<file path="src/rtl/dsr_pkg.sv">
package dsr_pkg;
  typedef enum logic [1:0] {
    TGT_RF   = 2'd0,
    TGT_IO   = 2'd1,
    TGT_SRAM = 2'd2,
    TGT_EXT  = 2'd3
  } tgt_e;
endpackage

</file>
<file path="src/rtl/dsr_decode.sv">
module dsr_decode
  import dsr_pkg::*;
#(
  parameter int ADDR_W     = 16,
  parameter int RF_DEPTH   = 32,
  parameter int IO_DEPTH   = 64,
  parameter int SRAM_DEPTH = 1024
) (
  input  logic [ADDR_W-1:0]             addr_i,
  output tgt_e                          tgt_o,
  output logic [$clog2(RF_DEPTH)-1:0]   rf_idx_o,
  output logic [$clog2(IO_DEPTH)-1:0]   io_idx_o,
  output logic [$clog2(SRAM_DEPTH)-1:0] sram_idx_o
);
  localparam int RF_AW     = $clog2(RF_DEPTH);
  localparam int IO_AW     = $clog2(IO_DEPTH);
  localparam int SRAM_AW   = $clog2(SRAM_DEPTH);
  localparam int IO_BASE   = RF_DEPTH;
  localparam int SRAM_BASE = IO_BASE + IO_DEPTH;
  localparam int EXT_BASE  = SRAM_BASE + SRAM_DEPTH;

  logic [ADDR_W-1:0] io_off, sram_off;

  assign io_off     = addr_i - ADDR_W'(IO_BASE);
  assign sram_off   = addr_i - ADDR_W'(SRAM_BASE);
  assign rf_idx_o   = addr_i[RF_AW-1:0];
  assign io_idx_o   = io_off[IO_AW-1:0];
  assign sram_idx_o = sram_off[SRAM_AW-1:0];

  always_comb begin
    if (addr_i < ADDR_W'(IO_BASE))        tgt_o = TGT_RF;
    else if (addr_i < ADDR_W'(SRAM_BASE)) tgt_o = TGT_IO;
    else if (addr_i < ADDR_W'(EXT_BASE))  tgt_o = TGT_SRAM;
    else                                  tgt_o = TGT_EXT;
  end
endmodule

</file>
<file path="src/rtl/dsr_ext_ctrl.sv">
module dsr_ext_ctrl #(
  parameter int ADDR_W = 16,
  parameter int DATA_W = 8
) (
  input  logic              clk_i,
  input  logic              rst_ni,
  input  logic              start_i,
  input  logic              ready_i,
  input  logic [ADDR_W-1:0] addr_i,
  input  logic              we_i,
  input  logic [DATA_W-1:0] wdata_i,
  output logic              busy_o,
  output logic              req_o,
  output logic [ADDR_W-1:0] addr_o,
  output logic              we_o,
  output logic [DATA_W-1:0] wdata_o
);
  logic              busy_q;
  logic [ADDR_W-1:0] addr_q;
  logic              we_q;
  logic [DATA_W-1:0] wdata_q;

  always_ff @(posedge clk_i or negedge rst_ni) begin
    if (!rst_ni) begin
      busy_q  <= 1'b0;
      addr_q  <= '0;
      we_q    <= 1'b0;
      wdata_q <= '0;
    end else if (!busy_q) begin
      busy_q <= start_i && !ready_i;
      if (start_i) begin
        addr_q  <= addr_i;
        we_q    <= we_i;
        wdata_q <= wdata_i;
      end
    end else if (ready_i) begin
      busy_q <= 1'b0;
    end
  end

  // first cycle forwards the live request, later cycles the frozen copy
  assign busy_o  = busy_q;
  assign req_o   = busy_q | start_i;
  assign addr_o  = busy_q ? addr_q  : addr_i;
  assign we_o    = busy_q ? we_q    : we_i;
  assign wdata_o = busy_q ? wdata_q : wdata_i;

  assert_busy_reset_R10: assert property (@(posedge clk_i)
    $fell(rst_ni) |-> !busy_q);
endmodule

</file>
<file path="src/rtl/dsr_rd_ret.sv">
module dsr_rd_ret #(
  parameter int DATA_W = 8
) (
  input  logic              clk_i,
  input  logic              rst_ni,
  input  logic              fire_i,
  input  logic [DATA_W-1:0] data_i,
  output logic [DATA_W-1:0] rdata_o,
  output logic              rvalid_o
);
  always_ff @(posedge clk_i or negedge rst_ni) begin
    if (!rst_ni) begin
      rdata_o  <= '0;
      rvalid_o <= 1'b0;
    end else begin
      rvalid_o <= fire_i;
      if (fire_i) rdata_o <= data_i;
    end
  end

  assert_pulse_R9: assert property (@(posedge clk_i) disable iff (!rst_ni)
    rvalid_o && !$past(fire_i) |-> 1'b0);
endmodule

</file>
<file path="src/rtl/dspace_router.sv">
module dspace_router
  import dsr_pkg::*;
#(
  parameter int ADDR_W     = 16,
  parameter int DATA_W     = 8,
  parameter int RF_DEPTH   = 32,
  parameter int IO_DEPTH   = 64,
  parameter int SRAM_DEPTH = 1024
) (
  input  logic                          clk_i,
  input  logic                          rst_ni,
  input  logic                          ds_req_i,
  input  logic                          ds_we_i,
  input  logic [ADDR_W-1:0]             ds_addr_i,
  input  logic [DATA_W-1:0]             ds_wdata_i,
  output logic                          ds_ready_o,
  output logic [DATA_W-1:0]             ds_rdata_o,
  output logic                          ds_rvalid_o,
  input  logic                          io_req_i,
  input  logic                          io_we_i,
  input  logic [$clog2(IO_DEPTH)-1:0]   io_addr_i,
  input  logic [DATA_W-1:0]             io_wdata_i,
  output logic                          io_ready_o,
  output logic [DATA_W-1:0]             io_rdata_o,
  output logic                          io_rvalid_o,
  output logic                          rf_req_o,
  output logic                          rf_we_o,
  output logic [$clog2(RF_DEPTH)-1:0]   rf_addr_o,
  output logic [DATA_W-1:0]             rf_wdata_o,
  input  logic [DATA_W-1:0]             rf_rdata_i,
  output logic                          iot_req_o,
  output logic                          iot_we_o,
  output logic [$clog2(IO_DEPTH)-1:0]   iot_addr_o,
  output logic [DATA_W-1:0]             iot_wdata_o,
  input  logic [DATA_W-1:0]             iot_rdata_i,
  output logic                          sram_req_o,
  output logic                          sram_we_o,
  output logic [$clog2(SRAM_DEPTH)-1:0] sram_addr_o,
  output logic [DATA_W-1:0]             sram_wdata_o,
  input  logic [DATA_W-1:0]             sram_rdata_i,
  output logic                          ext_req_o,
  output logic                          ext_we_o,
  output logic [ADDR_W-1:0]             ext_addr_o,
  output logic [DATA_W-1:0]             ext_wdata_o,
  input  logic [DATA_W-1:0]             ext_rdata_i,
  input  logic                          ext_ready_i
);
  localparam int IO_AW     = $clog2(IO_DEPTH);
  localparam int IO_BASE   = RF_DEPTH;
  localparam int SRAM_BASE = IO_BASE + IO_DEPTH;
  localparam int EXT_BASE  = SRAM_BASE + SRAM_DEPTH;

  tgt_e                          tgt;
  logic [$clog2(RF_DEPTH)-1:0]   rf_idx;
  logic [IO_AW-1:0]              io_idx;
  logic [$clog2(SRAM_DEPTH)-1:0] sram_idx;
  logic                          ext_busy, ext_start;
  logic                          ds_go_int, ds_io;
  logic                          ds_we_eff;
  logic [DATA_W-1:0]             ds_rd_mux;

  dsr_decode #(
    .ADDR_W(ADDR_W), .RF_DEPTH(RF_DEPTH), .IO_DEPTH(IO_DEPTH), .SRAM_DEPTH(SRAM_DEPTH)
  ) i_decode (
    .addr_i    (ds_addr_i),
    .tgt_o     (tgt),
    .rf_idx_o  (rf_idx),
    .io_idx_o  (io_idx),
    .sram_idx_o(sram_idx)
  );

  // direct I/O wins; the data-space port waits while the external bus is busy
  assign ds_go_int = ds_req_i && !io_req_i && !ext_busy && (tgt != TGT_EXT);
  assign ext_start = ds_req_i && !io_req_i && !ext_busy && (tgt == TGT_EXT);
  assign ds_io     = ds_go_int && (tgt == TGT_IO);

  dsr_ext_ctrl #(.ADDR_W(ADDR_W), .DATA_W(DATA_W)) i_ext_ctrl (
    .clk_i  (clk_i),
    .rst_ni (rst_ni),
    .start_i(ext_start),
    .ready_i(ext_ready_i),
    .addr_i (ds_addr_i),
    .we_i   (ds_we_i),
    .wdata_i(ds_wdata_i),
    .busy_o (ext_busy),
    .req_o  (ext_req_o),
    .addr_o (ext_addr_o),
    .we_o   (ext_we_o),
    .wdata_o(ext_wdata_o)
  );

  assign rf_req_o     = ds_go_int && (tgt == TGT_RF);
  assign rf_we_o      = ds_we_i;
  assign rf_addr_o    = rf_idx;
  assign rf_wdata_o   = ds_wdata_i;

  assign sram_req_o   = ds_go_int && (tgt == TGT_SRAM);
  assign sram_we_o    = ds_we_i;
  assign sram_addr_o  = sram_idx;
  assign sram_wdata_o = ds_wdata_i;

  assign iot_req_o    = io_req_i || ds_io;
  assign iot_we_o     = io_req_i ? io_we_i    : ds_we_i;
  assign iot_addr_o   = io_req_i ? io_addr_i  : io_idx;
  assign iot_wdata_o  = io_req_i ? io_wdata_i : ds_wdata_i;

  assign io_ready_o   = io_req_i;
  assign ds_ready_o   = ds_go_int || (ext_req_o && ext_ready_i);
  assign ds_we_eff    = ext_req_o ? ext_we_o : ds_we_i;

  always_comb begin
    if (ext_req_o) ds_rd_mux = ext_rdata_i;
    else begin
      unique case (tgt)
        TGT_RF:   ds_rd_mux = rf_rdata_i;
        TGT_IO:   ds_rd_mux = iot_rdata_i;
        TGT_SRAM: ds_rd_mux = sram_rdata_i;
        default:  ds_rd_mux = ext_rdata_i;
      endcase
    end
  end

  dsr_rd_ret #(.DATA_W(DATA_W)) i_ds_ret (
    .clk_i   (clk_i),
    .rst_ni  (rst_ni),
    .fire_i  (ds_ready_o && !ds_we_eff),
    .data_i  (ds_rd_mux),
    .rdata_o (ds_rdata_o),
    .rvalid_o(ds_rvalid_o)
  );

  dsr_rd_ret #(.DATA_W(DATA_W)) i_io_ret (
    .clk_i   (clk_i),
    .rst_ni  (rst_ni),
    .fire_i  (io_req_i && !io_we_i),
    .data_i  (iot_rdata_i),
    .rdata_o (io_rdata_o),
    .rvalid_o(io_rvalid_o)
  );

  assert_rf_range_R1: assert property (@(posedge clk_i) disable iff (!rst_ni)
    rf_req_o |-> ds_addr_i < ADDR_W'(IO_BASE) && !sram_req_o && !ext_req_o);

  assert_io_range_R2: assert property (@(posedge clk_i) disable iff (!rst_ni)
    iot_req_o && !io_req_i |-> ds_addr_i >= ADDR_W'(IO_BASE) && ds_addr_i < ADDR_W'(SRAM_BASE));

  assert_sram_range_R3: assert property (@(posedge clk_i) disable iff (!rst_ni)
    sram_req_o |-> ds_addr_i >= ADDR_W'(SRAM_BASE) && ds_addr_i < ADDR_W'(EXT_BASE)
                 && ADDR_W'(sram_addr_o) + ADDR_W'(SRAM_BASE) == ds_addr_i);

  assert_ext_range_R4: assert property (@(posedge clk_i) disable iff (!rst_ni)
    ext_req_o |-> ext_addr_o >= ADDR_W'(EXT_BASE));

  assert_io_direct_R5: assert property (@(posedge clk_i) disable iff (!rst_ni)
    io_req_i |-> iot_req_o && io_ready_o && iot_addr_o == io_addr_i);

  assert_io_first_R6: assert property (@(posedge clk_i) disable iff (!rst_ni)
    io_req_i && !ext_req_o |-> !ds_ready_o);

  assert_ext_hold_R7: assert property (@(posedge clk_i) disable iff (!rst_ni)
    ext_req_o && !ext_ready_i |=> ext_req_o && $stable(ext_addr_o)
                                  && $stable(ext_we_o) && $stable(ext_wdata_o));

  assert_rvalid_R9: assert property (@(posedge clk_i) disable iff (!rst_ni)
    ds_rvalid_o |-> $past(ds_ready_o));
endmodule

</file>
<file path="config.mk">
export PLATFORM = sky130hd
export DESIGN_NAME = dspace_router
export DESIGN_NICKNAME = d
export VERILOG_FILES = /design/src/rtl/dsr_pkg.sv /design/src/rtl/dsr_decode.sv /design/src/rtl/dsr_ext_ctrl.sv /design/src/rtl/dsr_rd_ret.sv /design/src/rtl/dspace_router.sv
export SDC_FILE = /design/constraint.sdc
export NUM_CORES = 1
export LEC_CHECK = 0
export BUFFER_PORTS_ARGS = -buffer_cell sky130_fd_sc_hd__buf_2
export CAP_MARGIN = 25
export CORE_ASPECT_RATIO = 1.2
export CORE_MARGIN = 5
export CORE_UTILIZATION = 35
export DETAILED_ROUTE_END_ITERATION = 8
export PLACE_DENSITY = 0.66
export RECOVER_POWER = 25
export REMOVE_ABC_BUFFERS = 1
export SETUP_SLACK_MARGIN = 0.1
export SYNTH_ARGS = -nofsm -noshare
export SYNTH_HDL_FRONTEND = slang
export SYNTH_SLANG_ARGS = --single-unit
</file>
<file path="constraint.sdc">
create_clock -name clk_i -period 2.8 [get_ports clk_i]
set_input_delay 0.42 -clock clk_i [delete_from_list [all_inputs] [get_ports clk_i]]
set_output_delay 0.42 -clock clk_i [all_outputs]
set_load 0.03 [all_outputs]
</file>
# Word level (Yosys, flattened, before mapping)
# Cells that the tools add are included.
# word_totals
register_bits	44
inputBits	77
output_inout_bits	97
elab_cells	53
# classes
n_addsub	2
n_lt_le_gt_ge	3
eq_ne	4
muxes	14
n_bitwise	2
reduce_logical	20
# op_table
cell	count
2-to-1 mux 8 bit	3
one-hot mux 8 bit (3 select lines)	1
< comparator 16 x 11 -> 1 bit (second input constant)	1
< comparator 16 x 6 -> 1 bit (second input constant)	1
< comparator 16 x 7 -> 1 bit (second input constant)	1
2-to-1 mux 16 bit	1
logical AND 1 bit	11
subtractor 10 x 7 -> 10 bit (second input constant)	1
2-to-1 mux 1 bit	6
2-to-1 mux 6 bit	1
subtractor 6 bit (second input constant)	1
logical NOT 1 bit	5
equality test 2 bit (second input constant)	2
2-to-1 mux 2 bit	2
equality test 2 x 1 -> 1 bit (second input constant)	1
logical NOT 2 bit	1
logical OR 1 bit	2
!= test 2 bit (second input constant)	1
AND reduction 2 bit	1
NOT 1 bit	1
OR 1 bit	1

# Logic depth before layout (Yosys ltp)
# depth
word_depth	10
depth_mapped	6
ltp_nobuf	4

# Modules after synthesis
# From an unflattened synthesis, not the netlist that was laid out.
# unflattened
hier_cells	245
hier_area_um2	3052.9
# by_module_without_submodules
mod	instances	cells_per_inst	area_each_um2	seq_area_each_um2
dsr_ext_ctrl	1	85	1370.1	650.6
dspace_router	1	91	730.7	0.0
dsr_rd_ret	2	18	356.6	225.2
dsr_decode	1	33	239.0	0.0

# Worst setup path before layout
# No wires, ideal clock.
# synth_path
kind	in2out
from	input port ds_addr_i[14]
to	output port rf_req_o
arrival_time_ns	2.396
t_required_ns	2.380
setup_slack_ns	-0.016
stages	3
n_path_buf	0
path_cell_list	or4_4 > or4_1 > nor4_1
# synth_via
elab_chain_len	7
elab_cells_between_ends	10
classes_between	3 x order compare; 1 x eq/ne; 3 x mux; 3 x reduce/logical
# synth_rtl
item	line_no	source
start: declaration	dspace_router.sv:14	input logic [ADDR_W-1:0] ds_addr_i,
< comparator 16 x 11 -> 1 bit	dsr_decode.sv:33	else if (addr_i < ADDR_W'(EXT_BASE)) tgt_o = TGT_SRAM;
2-to-1 mux 1 bit	dsr_decode.sv:33	
2-to-1 mux 2 bit	dsr_decode.sv:32	else if (addr_i < ADDR_W'(SRAM_BASE)) tgt_o = TGT_IO;
2-to-1 mux 2 bit *	dsr_decode.sv:31	if (addr_i < ADDR_W'(IO_BASE)) tgt_o = TGT_RF;
!= test 2 bit	dspace_router.sv:73	assign ds_go_int = ds_req_i && !io_req_i && !ext_busy && (tgt != TGT_EXT);
logical AND 1 bit	dspace_router.sv:73	
logical AND 1 bit *	dspace_router.sv:92	assign rf_req_o = ds_go_int && (tgt == TGT_RF);
end: declaration	dspace_router.sv:26	output logic rf_req_o,
# Mark *: on every way between the ends. The rest lies on a longest branch, timed or not.

# Worst setup path in the final report
# layout_path
from	input port ds_addr_i[9]
to	output port iot_req_o
# layout_via
elab_chain_len	8
elab_cells_between_ends	11
classes_between	3 x order compare; 2 x eq/ne; 3 x mux; 3 x reduce/logical
# layout_rtl
item	line_no	source
< comparator 16 x 11 -> 1 bit	dsr_decode.sv:33	
2-to-1 mux 1 bit	dsr_decode.sv:33	
2-to-1 mux 2 bit	dsr_decode.sv:32	
2-to-1 mux 2 bit *	dsr_decode.sv:31	
!= test 2 bit	dspace_router.sv:73	
logical AND 1 bit	dspace_router.sv:73	
logical AND 1 bit *	dspace_router.sv:75	assign ds_io = ds_go_int && (tgt == TGT_IO);
logical OR 1 bit *	dspace_router.sv:102	assign iot_req_o = io_req_i || ds_io;
end: declaration	dspace_router.sv:31	output logic iot_req_o,
# Marks and branches as above.

==> flow_summary.json <==
{
  "boundaryPins": 174,
  "startpoint": "ds_addr_i[9]",
  "timing.final.setup_violations": 0,
  "num-nets-final": 478,
  "synth_enable_flop_cells": 0,
  "timing_worst_setup_path_type": "input port to output pin",
  "cts-root-buf": "clkbuf_8",
  "cell_type_with_the_largest_total_area_after_synthesis": "dfrtp_1",
  "cts.reportedPaths.clkPinSlew_ns": 0.08,
  "finalSetupTns_ns": 0,
  "drt_drc_violations_left": 0,
  "clock_tree.htree_level_count": 2,
  "route.detailed.wl_per_inst_um": 16.0,
  "port_buffers": 173,
  "cts.sink_count": 44,
  "layout-drive-gt1-share_pct": 66.6,
  "chipHeight_um": 111,
  "ff2ff_setup_slack_ns": 0.88,
  "final_weighted_congestion_in_routability_driven_placement": 0.808,
  "fp-row-count": 37,
  "highest_net_fanout_along_the_worst_path": 7,
  "critical_path.endpoint_type": "output pin",
  "worst_ep_required_time_ns": 2.38,
  "design.die.area_um2": 10500,
  "maximum_number_of_pins_on_one_net_before_global_route_repair": 45,
  "core_um2": 8470,
  "area_growth_syn_to_layout_pct": 29.7,
  "worst_ir_drop_vdd_mv": 0.236,
  "cts.repair.resized": 0,
  "critPathArrivalTime_ns": 2.11,
  "total_leakage_power_nw": 1.87,
  "total_routing_resource_utilization_after_global_routing_pct": 15.5,
  "maxCapViolations": 0,
  "post-cts-setup-buffer-count": 0,
  "syn-instance-count": 255,
  "number_of_buffers_created_by_cts": 5,
  "initialDrtViolationCount": 53,
  "route.vias.total": 2550,
  "netlist_top_cells_count": "51 x mux2_2, 44 x dfrtp_1, 29 x buf_4",
  "hold_buffers": 0,
  "remaining_number_of_nets_flagged_by_the_antenna_check_after_routing": 0,
  "firstDrtPassIters": 4,
  "startpoint_type": "input port",
  "synth-seq-cells": 44,
  "cellPowerDensity_nw_per_um2": 562,
  "insertedDiodeCount": 0,
  "post-synth-top-count-cell": "mux2_2",
  "drt-total-wl_um": 8300,
  "synth.lib_cells_used.distinct": 41,
  "hold_violations": 0,
  "timing.final.max_slew_violations": 0,
  "worst_r2r_startpoint": "i_ext_ctrl.busy_o$_DFF_PN0_",
  "worstSkewPairLatency_ns": 0.30,
  "place_ws_ns": 0.293,
  "fp.dieW_um": 94.5,
  "dp_hpwl_um": 6560,
  "synth_top_area_share_pct": 36.7,
  "timing.hold.worst.class": "input port to asynchronous set/reset pin",
  "clock.fmax_mhz": 395,
  "ys_seq_area_share_pct": 36.7,
  "clock_skew_ns": 0.00569,
  "dominant_cells_by_area_after_synthesis": "dfrtp_1 37%, mux2_2 19%, mux2_4 10%, buf_4 7.3%, mux2i_1 2.7%",
  "first_global_vias": 2617,
  "tightestPinTransition_ns": 1.35,
  "rsz0062_at_grt": "false",
  "vias_per_cell": 4.92,
  "final_min_period_over_clock_period_pct": 90.4,
  "final_critical_path_setup_slack_ns": 0.270,
  "antenna_found_initial": 0,
  "global_route_wire_length_before_repair_um": 12900,
  "cts_buffer_depth": 2,
  "outcome": "complete, no violations",
  "initial_core_util_pct": 35.4,
  "syn_area_um2": 3000,
  "async_reset_ff_share_pct": 100,
  "synth-warning-count": 0,
  "syn_avg_cell_area_um2": 11.8,
  "synth_flop_type": "dfrtp_1",
  "grt.overflow.total": 0,
  "clock_tree_from_tritoncts": "done",
  "totalPowerFinal_mw": 2.19,
  "slew_headroom_pct": 10.2,
  "timing.final.crit_period_ns": 2.53
}
[sequential cells by signal (all words and copies together) (netlist names)]
signal,flops
i_ext_ctrl.addr_q,16
i_ds_ret.rdata_o,8
i_ext_ctrl.wdata_q,8
i_io_ret.rdata_o,8
i_ds_ret.rvalid_o,1
i_ext_ctrl.busy_o,1
i_ext_ctrl.we_q,1
i_io_ret.rvalid_o,1
[cells by family after synthesis]
| group | count (synthesis) | share of synthesized area (%) |
|---|---|---|
| AO/OA/AOI/OAI | 35 | 10.8 |
| XOR/XNOR | 5 | 1.46 |
| adder cells (fa/ha/maj) | 1 | 0.417 |
| buffers and inverters | 58 | 12.0 |
| flip-flops | 44 | 36.7 |
| multiplexers | 79 | 31.8 |
| AND/OR/NAND/NOR | 33 | 6.76 |
[per-layer routing]
layer	part of all wire, %	track usage, %
met5	0	0
met2	48	27.3
met1	40	18.3
met4	1.9	5.10
met3	9.5	3.85
[power breakdown]
part	leakage [nW]	internal [mW]	switching, mW	total (mW)
Sequential	0.526	0.757	0.0586	0.816
Combinational	1.29	0.349	0.528	0.877
Clock	0.0541	0.264	0.229	0.493
[worst max-delay path: stages]
cell	delay (ns)
buf_2	0.16
or4_1	0.58
nor4_1	0.51
a31o_2	0.24
buf_2	0.19
[cell usage in the layout, fill, tap and decap left out, types with 6 or more instances in the layout]
| master | instances |
|---|---|
| dfrtp_1 | 44 |
| mux2_2 | 51 |
| nand4_1 | 6 |
| mux2_4 | 20 |
| o2bb2ai_1 | 6 |
| mux2i_1 | 8 |
| a22oi_1 | 6 |
| inv_1 | 12 |
| buf_2 | 170 |
| buf_4 | 10 |
[final timing paths]
kind                            depth (start not counted)                               end
min in group clk_i                                      3   i_ds_ret.rdata_o[3]$_DFFE_PN0P_
worst max-delay path                                    5                         iot_req_o
worst max register to register                          6   i_ds_ret.rdata_o[6]$_DFFE_PN0P_
worst min-delay path                                    1       i_io_ret.rvalid_o$_DFF_PN0_
worst min register to register                          1   i_io_ret.rdata_o[2]$_DFFE_PN0P_
max in group asynchronous                               2  i_ext_ctrl.addr_q[3]$_DFFE_PN0P_
[area by class of cell]
type	instances	area, um2
fillers	822	4580
multi-input cells	153	1540
flip-flops and latches	44	1100
repair buffers	184	941
well taps	117	146
clock buffers	5	68.8
inverters	12	45.0
clock inverters	3	42.5
[through the flow]
step / hold WS, ns / util (%) / cells / area [um2]
5_1_grt: 0.359 / 45.9 / 518 / 3890
2_1_floorplan: 0.124 / - / 209 / 2680
3_5_place_dp: 0.488 / 44.6 / 509 / 3780
4_1_cts: 0.324 / 45.9 / 517 / 3890
6_report: 0.325 / 45.9 / 518 / 3890
3_3_place_gp: 0.483 / 44.6 / 509 / 3780
Power figures use the tool's default switching activity.
